`src/rtl/mirq_pkg.sv`:
```
package mirq_pkg;
  localparam int unsigned NUM_SRC   = 16;
  localparam int unsigned DATA_W    = 16;
  localparam int unsigned ADDR_W    = 12;
  localparam int unsigned SYNC_LEN  = 2;
  localparam int unsigned VEC_SHIFT = 2;
  localparam logic [ADDR_W-1:0] OFF_VEC  = 12'h000;
  localparam logic [ADDR_W-1:0] OFF_MASK = 12'h002;
  localparam logic [DATA_W-1:0] MASK_RST = 16'h0010;
endpackage

```
`src/rtl/mirq_sync.sv`:
```
module mirq_sync #(
  parameter int unsigned WIDTH  = 16,
  parameter int unsigned STAGES = 2
) (
  input  logic             clk_i,
  input  logic             rst_ni,
  input  logic [WIDTH-1:0] d_i,
  output logic [WIDTH-1:0] q_o
);
  localparam int unsigned CHAIN_W = WIDTH * STAGES;

  logic [CHAIN_W-1:0] chain_q;

  if (STAGES == 1) begin : g_single
    always_ff @(posedge clk_i or negedge rst_ni) begin
      if (!rst_ni) chain_q <= '0;
      else         chain_q <= d_i;
    end
  end else begin : g_multi
    always_ff @(posedge clk_i or negedge rst_ni) begin
      if (!rst_ni) chain_q <= '0;
      else         chain_q <= {chain_q[CHAIN_W-WIDTH-1:0], d_i};
    end
  end

  assign q_o = chain_q[CHAIN_W-1 -: WIDTH];
endmodule

```
`src/rtl/mirq_prienc.sv`:
```
module mirq_prienc #(
  parameter int unsigned N     = 16,
  parameter int unsigned OUT_W = 16,
  parameter int unsigned SHIFT = 2
) (
  input  logic [N-1:0]     pend_i,
  output logic [OUT_W-1:0] vec_o
);
  // lowest index wins: scan downwards so the last hit is the smallest
  always_comb begin
    vec_o = '0;
    for (int i = N - 1; i >= 0; i--) begin
      if (pend_i[i]) vec_o = OUT_W'((i + 1) << SHIFT);
    end
  end
endmodule

```
`src/rtl/mirq_regs.sv`:
```
module mirq_regs
  import mirq_pkg::*;
#(
  parameter int unsigned NSRC = NUM_SRC
) (
  input  logic              clk_i,
  input  logic              rst_ni,
  input  logic              we_i,
  input  logic [ADDR_W-1:0] addr_i,
  input  logic [DATA_W-1:0] wdata_i,
  input  logic [DATA_W-1:0] vec_i,
  output logic [NSRC-1:0]   mask_o,
  output logic [DATA_W-1:0] rdata_o
);
  logic [NSRC-1:0] mask_q;
  logic            hit_mask;
  logic            hit_vec;

  assign hit_mask = (addr_i == OFF_MASK);
  assign hit_vec  = (addr_i == OFF_VEC);

  always_ff @(posedge clk_i or negedge rst_ni) begin
    if (!rst_ni)                mask_q <= MASK_RST[NSRC-1:0];
    else if (we_i && hit_mask)  mask_q <= wdata_i[NSRC-1:0];
  end

  always_comb begin
    rdata_o = '0;
    if (hit_vec)       rdata_o = vec_i;
    else if (hit_mask) rdata_o = DATA_W'(mask_q);
  end

  assign mask_o = mask_q;
endmodule

```
`src/rtl/masked_irq_ctrl.sv`:
```
module masked_irq_ctrl
  import mirq_pkg::*;
#(
  parameter int unsigned NSRC = NUM_SRC
) (
  input  logic              clk_i,
  input  logic              rst_ni,
  input  logic [NSRC-1:0]   irq_src_i,
  input  logic              reg_we_i,
  input  logic [ADDR_W-1:0] reg_addr_i,
  input  logic [DATA_W-1:0] reg_wdata_i,
  output logic [DATA_W-1:0] reg_rdata_o,
  output logic              irq_o
);
  logic [NSRC-1:0]   src_sync;
  logic [NSRC-1:0]   status_q;
  logic [NSRC-1:0]   mask_q;
  logic [NSRC-1:0]   pend;
  logic [DATA_W-1:0] vec;
  logic              irq_q;

  mirq_sync #(.WIDTH(NSRC), .STAGES(SYNC_LEN)) u_sync (
    .clk_i (clk_i),
    .rst_ni(rst_ni),
    .d_i   (irq_src_i),
    .q_o   (src_sync)
  );

  always_ff @(posedge clk_i or negedge rst_ni) begin
    if (!rst_ni) status_q <= '0;
    else         status_q <= src_sync;
  end

  assign pend = status_q & mask_q;

  mirq_prienc #(.N(NSRC), .OUT_W(DATA_W), .SHIFT(VEC_SHIFT)) u_enc (
    .pend_i(pend),
    .vec_o (vec)
  );

  mirq_regs #(.NSRC(NSRC)) u_regs (
    .clk_i  (clk_i),
    .rst_ni (rst_ni),
    .we_i   (reg_we_i),
    .addr_i (reg_addr_i),
    .wdata_i(reg_wdata_i),
    .vec_i  (vec),
    .mask_o (mask_q),
    .rdata_o(reg_rdata_o)
  );

  always_ff @(posedge clk_i or negedge rst_ni) begin
    if (!rst_ni) irq_q <= 1'b0;
    else         irq_q <= |pend;
  end

  assign irq_o = irq_q;
endmodule

```
`config.mk`:
```
export PLATFORM = sky130hd
export DESIGN_NAME = masked_irq_ctrl
export DESIGN_NICKNAME = d
export VERILOG_FILES = /design/src/rtl/mirq_pkg.sv /design/src/rtl/mirq_sync.sv /design/src/rtl/mirq_prienc.sv /design/src/rtl/mirq_regs.sv /design/src/rtl/masked_irq_ctrl.sv
export SDC_FILE = /design/constraint.sdc
export NUM_CORES = 1
export LEC_CHECK = 0
export ABC_AREA = 1
export BUFFER_PORTS_ARGS = -buffer_cell sky130_fd_sc_hd__buf_2
export CORE_ASPECT_RATIO = 0.7
export CORE_UTILIZATION = 35
export DETAILED_ROUTE_END_ITERATION = 10
export PLACE_DENSITY_LB_ADDON = 0.2
export REMOVE_ABC_BUFFERS = 1
export SETUP_SLACK_MARGIN = 0.4
export SLEW_MARGIN = 10
export SYNTH_ARGS = -nofsm -noshare
export SYNTH_HDL_FRONTEND = slang
export SYNTH_SLANG_ARGS = --single-unit
```
`constraint.sdc`:
```
create_clock -name clk_i -period 3.4 [get_ports clk_i]
set_input_delay 0.34 -clock clk_i [delete_from_list [all_inputs] [get_ports clk_i]]
set_output_delay 0.34 -clock clk_i [all_outputs]
set_load 0.03 [all_outputs]
```
==> Word-level counts from Yosys, hierarchy flattened <==
Index checks and enable logic that the tools add are counted.
{ "classes": {"n_eq_ne": 1, "mux": 18, "bitwise_logic": 1, "reduce_logical": 3} }
{ "op_table": {"columns": ["op", "count"], "rows": [
  ["$mux W7", 16],
  ["$mux W16", 2],
  ["$and A16 B16 Y16", 1],
  ["$reduce_or A16 Y1", 1],
  ["$eq A12 B2 Y1 const B", 1],
  ["$logic_not A12 Y1", 1],
  ["$logic_and A1 B1 Y1", 1]
]} }
{ "totals": {"ff_bits": 65, "out_inout_bits": 17, "wordCells": 27} }

==> Longest topological paths before layout <==
{ "depth": {"word_depth": 18, "depth_mapped": 18, "ltp_nobuf": 18} }

==> By module <==
A second synthesis with hierarchy kept.
{ "hier_totals": {"cells_unflattened": 315, "area_unflattened_um2": 2962.8} }
{ "by_module_without_submodules": {"columns": ["module", "n_inst", "cells_each", "area_per_inst_um2", "seq_area_each_um2"], "rows": [
  ["mirq_regs", 1, 139, 1137.3, 401.6],
  ["mirq_sync", 1, 48, 920.9, 800.8],
  ["masked_irq_ctrl", 1, 68, 619.3, 425.4],
  ["mirq_prienc", 1, 60, 285.3, 0.0]
]} }

==> Worst setup path after synthesis <==
No wires, ideal clock.
{ "synth_path": {"path_type": "input to output", "startpoint": "in reg_addr_i[9]", "endpoint": "out reg_rdata_o[5]", "arrival_ns": 1.797, "t_required_ns": 3.060, "setup_slack_ns": 1.263, "stages": 8, "n_path_buf": 0, "path_cell_list": "nor4_1 and2_1 nand3_1 inv_1 nand2_1 nor2_1 nand2_1 o21ai_0"} }
{ "synth_between": {"elab_chain_len": 3, "word_cells_on_any_way": 4} }
{ "synth_lines": {"columns": ["element", "line_no", "rtl"], "rows": [
  ["from (decl)", "masked_irq_ctrl.sv:10", "input logic [ADDR_W-1:0] reg_addr_i,"],
  ["$eq A12 B2 Y1", "mirq_regs.sv:19", "assign hit_mask = (addr_i == OFF_MASK);"],
  ["$mux W16", "mirq_regs.sv:30", "else if (hit_mask) rdata_o = DATA_W'(mask_q);"],
  ["$mux W16 *", "mirq_regs.sv:29", "if (hit_vec) rdata_o = vec_i;"],
  ["to (decl)", "masked_irq_ctrl.sv:12", "output logic [DATA_W-1:0] reg_rdata_o,"]
]} }
Mark *: on every way between the ends. The rest lies on a longest branch, timed or not.

==> Final worst setup path <==
{ "layout_path": {"startpoint": "reg u_regs.mask_q[14], in the netlist u_regs.mask_o[14]", "endpoint": "out reg_rdata_o[2]"} }
{ "layout_between": {"elab_chain_len": 17} }
{ "layout_lines": {"columns": ["element", "line_no", "rtl"], "rows": [
  ["from (decl)", "mirq_regs.sv:15", "logic [NSRC-1:0] mask_q;"],
  ["from (signal assigned)", "mirq_regs.sv:23", "if (!rst_ni) mask_q <= MASK_RST[NSRC-1:0];"],
  ["from (signal assigned)", "mirq_regs.sv:24", "else if (we_i && hit_mask) mask_q <= wdata_i[NSRC-1:0];"],
  ["$and A16 B16 Y16", "masked_irq_ctrl.sv:34", "assign pend = status_q & mask_q;"],
  ["$mux W7 (15 in a row)", "mirq_prienc.sv:13", "if (pend_i[i]) vec_o = OUT_W'((i + 1) << SHIFT);"],
  ["$mux W16", "mirq_regs.sv:29", null]
]} }
No other way between the ends.

==> summary by stage <==
Cells and area
The number of filler instances in the final layout is 597. The post-synthesis to final-layout area growth is 27.9%. The share of cells above drive strength 1 is 33.5%. The number of inserted diodes is 0. The area of the multi-input gates is 532 µm². Across the whole layout, storage elements account for 0.00163 mm². The net count of the finished layout is 311.

Run status
The run finished, with violations left. The final reports fail on design-rule violations.

Critical path
STA classifies the critical path endpoint as an output pin. The critical path starts at u_regs.mask_o[14]$_DFFE_PN0P_. The largest fanout on the critical path is 2.

The required arrival time at the worst endpoint is 3.06 ns. For the worst setup path, the data arrival time is 1.83 ns. In this run the critical register-to-register path is launched from u_regs.mask_o[14]$_DFFE_PN0P_. The critical path is of the flop to output pin type. STA classifies the critical path startpoint as a flop.

Global routing
The global-route wire length before repair is 6440 µm. For this run the aggregate overflow at the end of global routing stands at 0. The initial antenna violation count is 0.

Across every metal layer, demand over resource in global routing totals 13.2%. Entering global routing, the biggest net connects 44 pins. The number of global-route vias before repair was 1367.

Power and ir drop
Of the total power, combinational logic draws 3.8%. The analysis attributes to cell leakage a power of 1.58 nW. The net switching power is 0.000300 W.

The portion of total power attributed to sequential cells is 50.6%. In this run, the clock network consumes 45.7% of the power. The design draws 0.00160 W. The switching part of the total power is 18.7%. Across the VDD grid, the largest voltage drop is 245 µV. The internal power of the cells totals 0.00130 W. The areal power density over the cells is 558 mW/mm².

Route
The routed via count divided by cell count is 4.24. The final route contains 1470 vias. For this run, design rule violations remaining after detail routing come to 14. The DRC violation total after the first TritonRoute iteration is 66. The detailed-route wire length per cell is 11.5 µm. The remaining number of nets flagged by the antenna check after routing is 0.

The number of iterations in the first detailed-routing pass is 7. The overall routed net length is 4000 µm.

Clocking
The count of H-tree levels built during CTS is 3. The source-to-sink clock delay at the later pin of the worst-skew pair is 0.33 ns. The maximum clock insertion buffer count is 2. The count of cells resized by post-cts repair is 0. In this run the clock root is driven by a sky130_fd_sc_hd__clkbuf_8.

After clock tree synthesis, the clock-pin slew on the worst setup and hold paths is 0.06 ns. The clock sink count is 65. The number of hold buffers added after CTS is 0. In this run the post-CTS setup repair buffer count came out at 0. The total clock buffers created by CTS is 9. The TritonCTS clock tree is done.

Die
The floorplan step defined a core boundary enclosing 0.00622 mm². 64 I/O pins were placed. The height of the die is 69.0 µm. The starting density of the core is 36.2%. In this run the horizontal extent of the chip is 97.8 µm. The floorplan step defined a die boundary enclosing 0.00675 mm². After floorplanning, the core was divided into 24 placement rows.

Timing
The final hold violation count was 0. The count of final max-slew check failures is 0. The normalized max-slew margin is 40.7%. Setup repair after global routing left no endpoint under its margin.

The worst path uses 63.9% of the clock period. The worst clock skew is 0.00528 ns. Setup violations remaining at the end of the flow were counted as 0. The time the worst path needs with I/O delays and setup is 2.17 ns. Setup total negative slack on the finished layout was measured at 0 ns.

The maximum operating frequency is 460 MHz. At the pin with the least slew margin, the transition time is 0.890 ns.

Synth
Of the total synthesized cell area, the portion taken by XOR and XNOR cells is 0%. By area, the combinational part of the netlist is dominated by simple AND/OR/NAND/NOR gates. The post-synthesis sequential element count is 65. The synthesized netlist devotes 5.01% of its cell area to compound gates. Summing the areas of all fa, ha and maj instances in the mapped netlist gives 0% of the synthesized area.

In this run the cell area of the synthesized design comes to 0.00225 mm². The gate count after technology mapping is 192. The number of distinct library cells after synthesis is 23. The post-synthesis mux area share is 3.34%.

The count of synthesis-stage warnings from yosys is 0. Counting flops with an async set or reset pin after synthesis yields a share of 100%. For this run, the leading register cell type out of synthesis is sky130_fd_sc_hd__dfrtp_1. The post-synthesis share of cell area spent on and, or, nand and nor gates is 15.3%. The number of flops mapped to enable cells by yosys is 0.

In this run the mean area of a mapped cell was 11.7 µm². The share of synthesized area occupied by flip-flops and latches is 72.4%.

Placed design
After legalization and detailed placement, the total HPWL measured 2780 µm. The total of buffers placed on input and output ports is 63. The global placement routability congestion is 0.749.

Flow run
The max-cap check violation count is 0.

Hold path
In this run the most critical hold path is launched from irq_src_i[7]. In this run the worst hold path is classified as primary input to flop.
[synth_stat cells (2+ instances only)]
library cell              instances  area, µm²
sky130_fd_sc_hd__dfrtp_1         64       1600
sky130_fd_sc_hd__nand2_1         46        173
sky130_fd_sc_hd__nor2_1          30        113
sky130_fd_sc_hd__inv_1           15       56.3
sky130_fd_sc_hd__a21oi_1         10       50.1
sky130_fd_sc_hd__mux2_4           5       75.1
sky130_fd_sc_hd__nor4_1           3       18.8
sky130_fd_sc_hd__a21oi_2          2       17.5
sky130_fd_sc_hd__buf_6            2       22.5
sky130_fd_sc_hd__o21ai_0          2       10.0
[critical path, stage by stage, from the launching register on]
cell and delay (ns):
sky130_fd_sc_hd__dfrtp_1 0.38, sky130_fd_sc_hd__nand2_1 0.09, sky130_fd_sc_hd__inv_1 0.05, sky130_fd_sc_hd__nand2_1 0.05, sky130_fd_sc_hd__nand2_1 0.04, sky130_fd_sc_hd__nand2_1 0.07, sky130_fd_sc_hd__nand2_1 0.05, sky130_fd_sc_hd__nand2_1 0.05
sky130_fd_sc_hd__nand2_1 0.04, sky130_fd_sc_hd__nand2_1 0.06, sky130_fd_sc_hd__nand2_1 0.05, sky130_fd_sc_hd__nand2_1 0.05, sky130_fd_sc_hd__nand2_1 0.05, sky130_fd_sc_hd__nand2_1 0.07, sky130_fd_sc_hd__nand2_1 0.05, sky130_fd_sc_hd__nand2_1 0.05
sky130_fd_sc_hd__nand2_1 0.04, sky130_fd_sc_hd__nand2_1 0.05, sky130_fd_sc_hd__nand2_1 0.05, sky130_fd_sc_hd__buf_2 0.17
[per-stage QoR]
step	worst slack, ns	utilization (%)	hold slack, ns	std cells	cell area (µm²)
2_1_floorplan	1.26	-	0.0444	189	2220
3_3_place_gp	1.33	42.5	0.333	331	2640
3_5_place_dp	1.28	42.5	0.335	331	2640
4_1_cts	1.19	46.2	0.0883	347	2870
5_1_grt	1.00	46.2	0.0834	347	2870
6_report	1.23	46.2	0.111	347	2870
[cells in the final DEF (no fill, tap or decap)]
cell type | netlist | final
sky130_fd_sc_hd__nand2_4 | 1 | 1
sky130_fd_sc_hd__nand2_1 | 46 | 46
sky130_fd_sc_hd__clkinv_2 | 1 | 1
sky130_fd_sc_hd__o31ai_1 | 1 | 1
sky130_fd_sc_hd__o21ai_0 | 2 | 2
sky130_fd_sc_hd__buf_4 | 0 | 1
sky130_fd_sc_hd__nand4_1 | 1 | 1
sky130_fd_sc_hd__a31oi_1 | 1 | 1
sky130_fd_sc_hd__clkbuf_1 | 1 | 2
sky130_fd_sc_hd__dfstp_2 | 1 | 1
sky130_fd_sc_hd__bufinv_16 | 0 | 2
sky130_fd_sc_hd__clkbuf_8 | 0 | 12
sky130_fd_sc_hd__o31ai_2 | 1 | 1
sky130_fd_sc_hd__and2_1 | 1 | 1
sky130_fd_sc_hd__nand2_2 | 1 | 1
sky130_fd_sc_hd__a21oi_1 | 10 | 10
sky130_fd_sc_hd__a22o_1 | 1 | 1
sky130_fd_sc_hd__mux2_4 | 5 | 5
sky130_fd_sc_hd__nor3_1 | 1 | 1
sky130_fd_sc_hd__nor4_1 | 3 | 3
sky130_fd_sc_hd__buf_2 | 0 | 63
sky130_fd_sc_hd__inv_1 | 15 | 15
sky130_fd_sc_hd__nor2_1 | 30 | 30
sky130_fd_sc_hd__a21oi_2 | 2 | 2
sky130_fd_sc_hd__dfrtp_1 | 64 | 64
sky130_fd_sc_hd__nand3_1 | 1 | 1
[power by group through the flow]
stage | sequential (W) | clock (W) | combinational (W)
2_1_floorplan | 0.000823 | 0 | 0.0000160
3_3_place_gp | 0.000824 | 0 | 0.0000623
3_5_place_dp | 0.000825 | 0 | 0.0000625
4_1_cts | 0.000811 | 0.000758 | 0.0000628
5_1_grt | 0.000812 | 0.000794 | 0.0000703
6_report | 0.000811 | 0.000732 | 0.0000605
[registers in the layout, summed over array words and instances, names as in the netlist]
| signal | flops |
|---|---|
| u_regs.mask_o | 16 |
| irq_o | 1 |
| u_sync.chain_q | 32 |
| status_q | 16 |
[routing by layer]
metal | global-route usage [%] | share of wire [%]
met4 | 7.58 | 1.2
met1 | 17.7 | 52
met3 | 6.09 | 7.5
met2 | 17.6 | 39
met5 | 0 | 0
[path summary, 6_finish.rpt]
check | endpoint | cells after the start | slack [ns]
worst min-delay path | u_sync.chain_q[7]$_DFF_PN0_ | 1 | 0.11
min in group asynchronous | status_q[14]$_DFF_PN0_ | 1 | 0.13
worst max register to register | irq_o$_DFF_PN0_ | 6 | 2.28
worst max-delay path | reg_rdata_o[2] | 19 | 1.23
worst min register to register | status_q[13]$_DFF_PN0_ | 0 | 0.34
max in group asynchronous | u_regs.mask_o[4]$_DFFE_PN1P_ | 2 | 2.38
[cell families (layout without fill, tap and decap cells)]
| logic type | after synthesis | in the layout |
|---|---|---|
| muxes | 5 | 5 |
| and+or+nand+nor | 85 | 85 |
| DFF | 65 | 65 |
| buffers and inverters | 19 | 96 |
| AOI/OAI and AO/OA | 18 | 18 |
[cell type report]
| class | instances | area share (%) |
|---|---|---|
| clock buffers | 14 | 6.01 |
| clock inverters | 2 | 2.09 |
| inverters | 16 | 2.13 |
| multi-input cells | 108 | 18.5 |
| flip-flops and latches | 65 | 56.6 |
| well taps | 78 | 3.40 |
| repair buffers | 64 | 11.2 |
Power figures use the tool's default switching activity.
